`config.mk`:
```
export PLATFORM = sky130hd
export DESIGN_NAME = dyn_txq
export DESIGN_NICKNAME = d
export VERILOG_FILES = /design/src/rtl/dyn_txq.sv
export SDC_FILE = /design/constraint.sdc
export NUM_CORES = 1
export LEC_CHECK = 0
export ABC_CLOCK_PERIOD_IN_PS = 3900
export BUFFER_PORTS_ARGS = -buffer_cell sky130_fd_sc_hd__buf_2
export CAP_MARGIN = 5
export CORE_MARGIN = 2
export CORE_UTILIZATION = 39
export CTS_BUF_LIST = sky130_fd_sc_hd__clkbuf_2
export CTS_CLUSTER_DIAMETER = 150
export DETAILED_ROUTE_END_ITERATION = 7
export GPL_TIMING_DRIVEN = 0
export MAX_ROUTING_LAYER = met4
export SLEW_MARGIN = 20
export SYNTH_ARGS = -nofsm -noshare
export SYNTH_HDL_FRONTEND = slang
export SYNTH_SLANG_ARGS = --single-unit
export TNS_END_PERCENT = 20
```
`constraint.sdc`:
```
create_clock -name clk -period 3.9 [get_ports clk]
set_input_delay 0 -clock clk [delete_from_list [all_inputs] [get_ports clk]]
set_output_delay 0 -clock clk [all_outputs]
set_load 0.02 [all_outputs]
```
`src/rtl/dyn_txq.sv`:
```
module dyn_txq #(
  parameter int DEPTH  = 8,
  parameter int PRIO_W = 4,
  parameter int LEN_W  = 8,
  parameter int IDX_W  = 8,
  parameter int CNT_W  = 16
) (
  input  logic                       clk,
  input  logic                       rst_n,
  input  logic                       enq_valid,
  output logic                       enq_ready,
  input  logic [PRIO_W-1:0]          enq_prio,
  input  logic [LEN_W-1:0]           enq_len,
  input  logic [IDX_W-1:0]           enq_idx,
  input  logic                       sel_req,
  input  logic [LEN_W-1:0]           sel_budget,
  output logic                       sel_busy,
  output logic                       sel_done,
  output logic                       sel_found,
  output logic [PRIO_W-1:0]          sel_prio,
  output logic [LEN_W-1:0]           sel_len,
  output logic [IDX_W-1:0]           sel_idx,
  output logic [$clog2(DEPTH+1)-1:0] occupancy,
  output logic [CNT_W-1:0]           ovf_count
);
  localparam int CW = $clog2(DEPTH+1);
  localparam int PW = $clog2(DEPTH);

  // entries stay packed in arrival order: slot 0 is the oldest
  logic [PRIO_W-1:0] q_prio [DEPTH];
  logic [LEN_W-1:0]  q_len  [DEPTH];
  logic [IDX_W-1:0]  q_idx  [DEPTH];
  logic [PRIO_W-1:0] n_prio [DEPTH];
  logic [LEN_W-1:0]  n_len  [DEPTH];
  logic [IDX_W-1:0]  n_idx  [DEPTH];

  logic [CW-1:0]     count, ptr, scan_n, best_pos, wpos;
  logic [LEN_W-1:0]  budget;
  logic [PRIO_W-1:0] best_prio;
  logic              busy, best_found;

  wire enq_fire  = enq_valid && enq_ready;
  wire scan_end  = busy && (ptr == scan_n);
  wire remove    = scan_end && best_found;
  wire [PW-1:0] p_i = ptr[PW-1:0];
  wire fits      = (q_len[p_i] <= budget) && (!best_found || q_prio[p_i] < best_prio);

  assign enq_ready = count < CW'(DEPTH);
  assign sel_busy  = busy;
  assign occupancy = count;
  assign wpos      = remove ? count - 1'b1 : count;

  always_comb begin
    for (int i = 0; i < DEPTH; i++) begin
      n_prio[i] = q_prio[i];
      n_len[i]  = q_len[i];
      n_idx[i]  = q_idx[i];
      if (remove && CW'(i) >= best_pos) begin
        if (i + 1 < DEPTH) begin
          n_prio[i] = q_prio[(i+1) % DEPTH];
          n_len[i]  = q_len[(i+1) % DEPTH];
          n_idx[i]  = q_idx[(i+1) % DEPTH];
        end else begin
          n_prio[i] = '0;
          n_len[i]  = '0;
          n_idx[i]  = '0;
        end
      end
    end
    if (enq_fire) begin
      n_prio[wpos[PW-1:0]] = enq_prio;
      n_len[wpos[PW-1:0]]  = enq_len;
      n_idx[wpos[PW-1:0]]  = enq_idx;
    end
  end

  always_ff @(posedge clk) begin
    if (!rst_n) begin
      for (int i = 0; i < DEPTH; i++) begin
        q_prio[i] <= '0;
        q_len[i]  <= '0;
        q_idx[i]  <= '0;
      end
      count      <= '0;
      ovf_count  <= '0;
      busy       <= 1'b0;
      ptr        <= '0;
      scan_n     <= '0;
      budget     <= '0;
      best_found <= 1'b0;
      best_prio  <= '0;
      best_pos   <= '0;
      sel_done   <= 1'b0;
      sel_found  <= 1'b0;
      sel_prio   <= '0;
      sel_len    <= '0;
      sel_idx    <= '0;
    end else begin
      for (int i = 0; i < DEPTH; i++) begin
        q_prio[i] <= n_prio[i];
        q_len[i]  <= n_len[i];
        q_idx[i]  <= n_idx[i];
      end
      count <= count + CW'(enq_fire) - CW'(remove);
      if (enq_valid && !enq_ready && ovf_count != '1)
        ovf_count <= ovf_count + 1'b1;

      sel_done <= 1'b0;
      if (!busy) begin
        if (sel_req) begin
          busy       <= 1'b1;
          ptr        <= '0;
          scan_n     <= count;
          budget     <= sel_budget;
          best_found <= 1'b0;
        end
      end else if (scan_end) begin
        busy      <= 1'b0;
        sel_done  <= 1'b1;
        sel_found <= best_found;
        sel_prio  <= best_found ? q_prio[best_pos[PW-1:0]] : '0;
        sel_len   <= best_found ? q_len[best_pos[PW-1:0]]  : '0;
        sel_idx   <= best_found ? q_idx[best_pos[PW-1:0]]  : '0;
      end else begin
        ptr <= ptr + 1'b1;
        if (fits) begin
          best_found <= 1'b1;
          best_prio  <= q_prio[p_i];
          best_pos   <= ptr;
        end
      end
    end
  end
endmodule

```
==> impl_results.md, run 1 <==
- Max VDD drop: 0.183 mV
- Crit start category: register
- Max-cap viol count: 0
- Post-synth cell types: 60
- Syn Std Cell Area: 12,600 um2
- Status: finished clean
- Xor/xnor share of the synthesized area: 1.60%
- CTS Root Cell: clkbuf_2
- Sequential area share after synthesis: 37.1%
- Clock Sinks: 234
- # DRC: 0
- Fraction of layout cells with a size suffix above 1: 29.3%
- H-tree depth: 3
- Primary FF master, synth: dfxtp_1
- Mapped Cells: 1,223
- Worst reg2reg path depth: 11
- Hold Startpoint: enq_len[7]
- Setup violations, final: 0
- Total global-route track usage: 24.5%
- Slew Limit Fails: 0
- Slew HR: 21.1%
- CTS buffer count: 67
- Total negative setup slack: 0 ns
- Final #Nets: 1,472
- Number of global-route vias before repair: 10,400
- Reg clk slew, reported paths: 0.11 ns
- Minimum clock period: 3.70 ns
- Lkg Pwr: 6.26 nW
- TritonCTS clock tree: built
- Top-area cell type share of the netlist area: 37.1%
- Synthesized area per cell: 10.3 um2
- #FFs+latches synth: 234
- Worst Path Arrival: 4.49 ns
- Core area: 31,700 um2
- Clk buf depth: 3
- Setup crit end kind: register
- Fill cell count: 3,067
- Largest net degree at the start of global routing: 18
- Number of synthesized flops with an enable pin: 0
- Critical path fanouts, max: 10
- Yosys Warn Count: 0
- Mux contribution to synthesized area: 35.1%
- Global-route wire length before repair: 60.7 mm
- Vias: 10,500
- Die H: 184 um
- Required time of the critical path: 4.69 ns
- RR Endpoint: best_pos[0]
- Adder-cell share of the synthesized area: 1.94%
- Fin crit share: 94.8%
- RSZ-0062 raised after global routing: false
- Initial DRC Count: 666
- Largest family of logic cells by synthesized area: multiplexers
- Reg2Reg Setup Slack: 0.20 ns
- Hold WC Path Type: input pin to register
- Hold depth: 4
- Crit-path max cell delay: 0.50 ns
- Area delta synth->final: 16.0%
- Kind of cell adding the most delay to the critical path: compound AO/OA/AOI/OAI gates
- Worst path slowest cell: a2111oi_4
- Syn nets: 1,274
- Die footprint: 33,800 um2
- Asr flop ratio synth: 0%
- Sequence of cells on the critical path: clkbuf_4, clkbuf_2, mux4_2, mux2_2, ha_1, a211oi_1, o2111ai_1, a2111oi_4, buf_4, nand3_1, o21ai_1
- Setup CP Type: register to register
- Drt first pass iters: 5
- Final antenna-violating net count: 0
- Via density: 5.61
- Grt ovf: 0
- Setup Skew: 0.0846 ns
- Post-Synth Simple-Gate Area: 12.5%
- Placer congestion estimate: 0.893
- Die Wd: 184 um
- Fmax: 270 MHz
- Final Hold Viols: 0
- CP bufs+invs: 3
- Slew @ Worst Pin: 1.18 ns
- Fin worst setup slack: 0.202 ns
- Initial antenna violation count: 1
- PwrDens: 388 nW/um2
- Setup Slack @ Placement: -0.551 ns
- IO Pins: 76
- Clock latency on the worst-skew pair: 0.87 ns
- Worst Hold End: q_len[5][7]
- Row count: 65
- Final HPWL DP: 26.4 mm
- Port Buffers: 74
- Routed wire per std cell: 21.4 um
- Synth area leaders: dfxtp_1, mux4_2, mux2i_1
- DRT Wirelength: 39.9 mm
- Yosys top cell by area: dfxtp_1
- Initial Util: 39.8%
- Synth Area in Compound Gates: 6.91%
## where the power goes
group | internal [mW] | total, mW | leakage, nW | switching (mW)
clock | 0.700 | 1.81 | 0.436 | 1.11
combinational | 0.547 | 1.24 | 3.93 | 0.691
sequential | 2.52 | 2.64 | 1.89 | 0.123
total | 3.77 | 5.69 | 6.26 | 1.92
## through the flow
stage               hold WS (ns)  instances  utilization (%)  power (mW)  cell area, um2
finish                     0.115       1869             46.2        5.69           14600
CTS                       0.0700       1866             46.1        5.71           14600
floorplan                  0.136       1223                -        3.52           12600
detailed placement         0.249       1699             42.6        3.87           13500
global route               0.141       1868             46.2        5.97           14600
global placement           0.250       1699             42.6        3.85           13500
## sequential cells by signal, summed over array words and instances, names as in the netlist, named ones only
name	cells
q_len	64
occupancy	4
best_found	1
sel_found	1
q_idx	64
scan_n	4
sel_busy	1
sel_prio	4
sel_done	1
ovf_count	16
best_pos	4
q_prio	32
sel_idx	8
best_prio	4
budget	8
ptr	4
sel_len	8
## repair_timing
action / 4_1_cts / 5_1_grt
cloned: 0 / 0
gates resized for setup: 4 / 2
pin swaps: 0 / 1
endpoints found under the setup margin: 12 / 12
endpoints found under the hold margin: 202 / 0
hold buffers: 55 / 0
buffers inserted: 0 / 1
## metal layers
| metal | routed length, um | global-route usage, % | share of wire (%) | up-vias |
|---|---|---|---|---|
| li1 | - | - | - | 4829 |
| met1 | 17700 | 31.4 | 44 | 5134 |
| met2 | 18200 | 38.0 | 46 | 439 |
| met3 | 2880 | 5.03 | 7.2 | 81 |
| met4 | 1170 | 9.28 | 2.9 | 0 |
| met5 | 0 | - | 0 | - |
## cell usage in the layout (no fill, tap or decap), types with 4 or more instances in the layout
cell / count
nor2_1: 68
dfxtp_1: 233
o21ai_1: 44
o21ai_0: 23
nand2_1: 163
inv_2: 5
nor3_1: 4
dlygate4sd3_1: 55
nand4_1: 8
buf_2: 96
mux4_2: 63
a211oi_1: 4
clkbuf_1: 42
buf_6: 15
clkinv_1: 15
mux2_1: 32
mux2_4: 20
mux2_2: 98
ha_1: 18
buf_4: 11
nand3_1: 82
xnor2_1: 8
clkbuf_2: 93
a21oi_1: 40
mux2i_1: 125
inv_1: 20
nand2_2: 4
xor2_1: 15
## area by class of cell
class	count	area, um2	share of cell area [%]
diodes	2	5.00	0.0342
plain buffers	93	532	3.63
clock buffers	92	460	3.14
clock inverters	21	111	0.761
inverters	23	86.3	0.590
multi-input cells	872	7330	50.1
flip-flops and latches	234	4690	32.0
well taps	402	503	3.44
repair buffers	130	928	6.34
## cells in the mapped netlist (all sizes together) (8+ instances only)
library cell / n
xor2: 15
ha: 18
nor2: 68
nand3: 84
dfxtp: 234
xnor2: 8
mux2: 150
nand2: 167
a21oi: 41
buf: 50
a211oi: 8
mux4: 63
o21ai: 67
inv: 23
nand4: 9
clkbuf: 44
mux2i: 125
## worst max path at each step
stage                  start            to  slack (ns)  depth (start not counted)
floorplan           register  best_prio[1]        0.44                         12
global placement    register  best_prio[2]       -0.44                         11
detailed placement  register  best_prio[2]       -0.55                         11
CTS                 register  best_prio[2]        0.02                         11
global route        register   best_pos[1]        0.04                         11
finish              register   best_pos[0]        0.20                         11
## tightest hold or removal path: stages
cell           delay (ns)
dlygate4sd3_1        0.51
buf_2                0.11
nand2_1              0.17
o21ai_1              0.16
## cells by family after synthesis
| family | Yosys count |
|---|---|
| adders and majority gates | 19 |
| muxes | 338 |
| AOI/OAI and AO/OA | 139 |
| buffers and inverters | 117 |
| DFF | 234 |
| and+or+nand+nor | 353 |
| xor gates and xnor gates | 23 |
No activity file was read; power rests on OpenSTA's default activity.
==> run 2, diff against run 1 <==
Settings changed: RECOVER_POWER from default to 100.
==> impl_results.md, run 2 (synthesized netlist as in run 1, its figures left out) <==
- Final HPWL DP: 26.4 mm
- Row count: 65
- Placer congestion estimate: 0.893
- Area delta synth->final: 14.3%
- Global-route wire length before repair: 60.7 mm
- Port Buffers: 74
- Clk buf depth: 3
- Slew Limit Fails: 0
- Fin crit share: 94.9%
- Max VDD drop: 0.184 mV
- Setup Slack @ Placement: -0.551 ns
- Initial antenna violation count: 1
- Vias: 10,400
- Slew @ Worst Pin: 1.20 ns
- Total negative setup slack: 0 ns
- Commonest cells after routing, fill and taps aside: dfxtp_1, nand2_1, mux2i_1, clkbuf_1, mux2_2
- Final antenna-violating net count: 0
- Setup CP Type: register to register
- Die H: 184 um
- Reg clk slew, reported paths: 0.10 ns
- Top flop regs: q_idx x64, q_len x64, q_prio x32
- Via density: 5.55
- Die footprint: 33,800 um2
- Final #Nets: 1,472
- Hold WS: 0.125 ns
- Initial DRC Count: 699
- Worst Path Arrival: 4.48 ns
- Fill cell count: 3,113
- Setup Skew: 0.0938 ns
- Most common cell after layout, fill and taps aside: dfxtp_1
- CTS Root Cell: clkbuf_2
- Reg2Reg Setup Slack: 0.20 ns
- PwrDens: 391 nW/um2
- Core area: 31,700 um2
- Setup violations, final: 0
- Minimum clock period: 3.70 ns
- Setup crit end kind: register
- Clock Sinks: 234
- H-tree depth: 3
- Lkg Pwr: 6.01 nW
- Routed wire per std cell: 21.3 um
- Critical path fanouts, max: 10
- Worst reg2reg path depth: 11
- TritonCTS clock tree: built
- # DRC: 0
- Total global-route track usage: 24.5%
- Fin worst setup slack: 0.200 ns
- Max-cap viol count: 0
- RR Endpoint: best_pos[0]
- Number of global-route vias before repair: 10,400
- Largest net degree at the start of global routing: 18
- Slew HR: 20.3%
- Grt ovf: 0
- Initial Util: 39.8%
- Required time of the critical path: 4.68 ns
- RSZ-0062 raised after global routing: false
- Fmax: 270 MHz
- Crit start category: register
- Die Wd: 184 um
- Final Hold Viols: 0
- Drt first pass iters: 5
- CP Capture Point: best_pos[0]
- Final Core Density: 45.5%
- Hold WC Path Type: input pin to register
- DRT Wirelength: 39.8 mm
- Clock latency on the worst-skew pair: 0.87 ns
- Status: finished clean
- Fraction of layout cells with a size suffix above 1: 24.6%
- CTS buffer count: 67
- IO Pins: 76
-- run 2: cell count changes in the layout (fill, tap and decap cells not counted), moves of 3 or more --
cell | before | now
buf_2 | 96 | 49
buf_4 | 11 | 8
a211oi_1 | 4 | 7
o21ai_1 | 44 | 7
clkbuf_1 | 42 | 99
buf_6 | 15 | 8
o21ai_0 | 23 | 60
-- run 2: per-layer routing --
metal  vias up  track usage, %  routed length [um]
li1       4824               -                   -
met1      5090            31.4               17700
met2       384            38.0               18100
met3        75            5.03                2790
met4         0            9.28                1150
met5         -               -                   0
-- run 2: timing repair --
action	in CTS	in global routing
hold endpoints to repair	202	0
setup endpoints to repair	12	12
pin swaps	0	1
buffers inserted	0	1
resized for setup	4	2
hold buffers	55	0
-- run 2: power breakdown --
group          switching (mW)  internal, mW
clock                    1.10         0.700
combinational           0.673         0.524
sequential              0.123          2.52
total                    1.90          3.74
-- run 2: per-stage QoR --
| stage | std cells | area [um2] | power (mW) |
|---|---|---|---|
| floorplan | 1223 | 12600 | 3.52 |
| global placement | 1699 | 13500 | 3.85 |
| detailed placement | 1699 | 13500 | 3.87 |
| CTS | 1866 | 14600 | 5.71 |
| global route | 1868 | 14400 | 5.93 |
| finish | 1868 | 14400 | 5.64 |
-- run 2: area by class of cell --
type	count	area (um2)	share of cell area [%]
Multi-Input combinational cell	872	7240	50.2
Clock inverter	21	111	0.772
Tap cell	402	503	3.49
Sequential cell	234	4690	32.5
Inverter	23	86.3	0.598
Buffer	93	464	3.22
Clock buffer	92	460	3.19
Antenna cell	1	2.50	0.0173
Timing Repair Buffer	130	873	6.05
-- run 2: critical path, stage by stage, from the launching register on --
cell	delay [ns]
dfxtp_2	0.48
clkbuf_4	0.33
clkbuf_2	0.36
mux4_2	0.35
mux2_2	0.34
ha_1	0.32
a211oi_1	0.22
o2111ai_1	0.22
a2111oi_4	0.49
buf_4	0.21
nand3_1	0.10
o21ai_1	0.18
-- run 2: worst min path at each step --
stage | start | to | depth (start not counted) | slack [ns]
2_1_floorplan | sel_budget[1] | budget[1] | 2 | 0.14
3_3_place_gp | sel_budget[7] | budget[7] | 3 | 0.25
3_5_place_dp | sel_budget[2] | budget[2] | 3 | 0.25
4_1_cts | sel_req | scan_n[0] | 5 | 0.07
5_1_grt | enq_idx[2] | q_idx[6][2] | 4 | 0.14
6_report | enq_len[7] | q_len[7][7] | 4 | 0.12
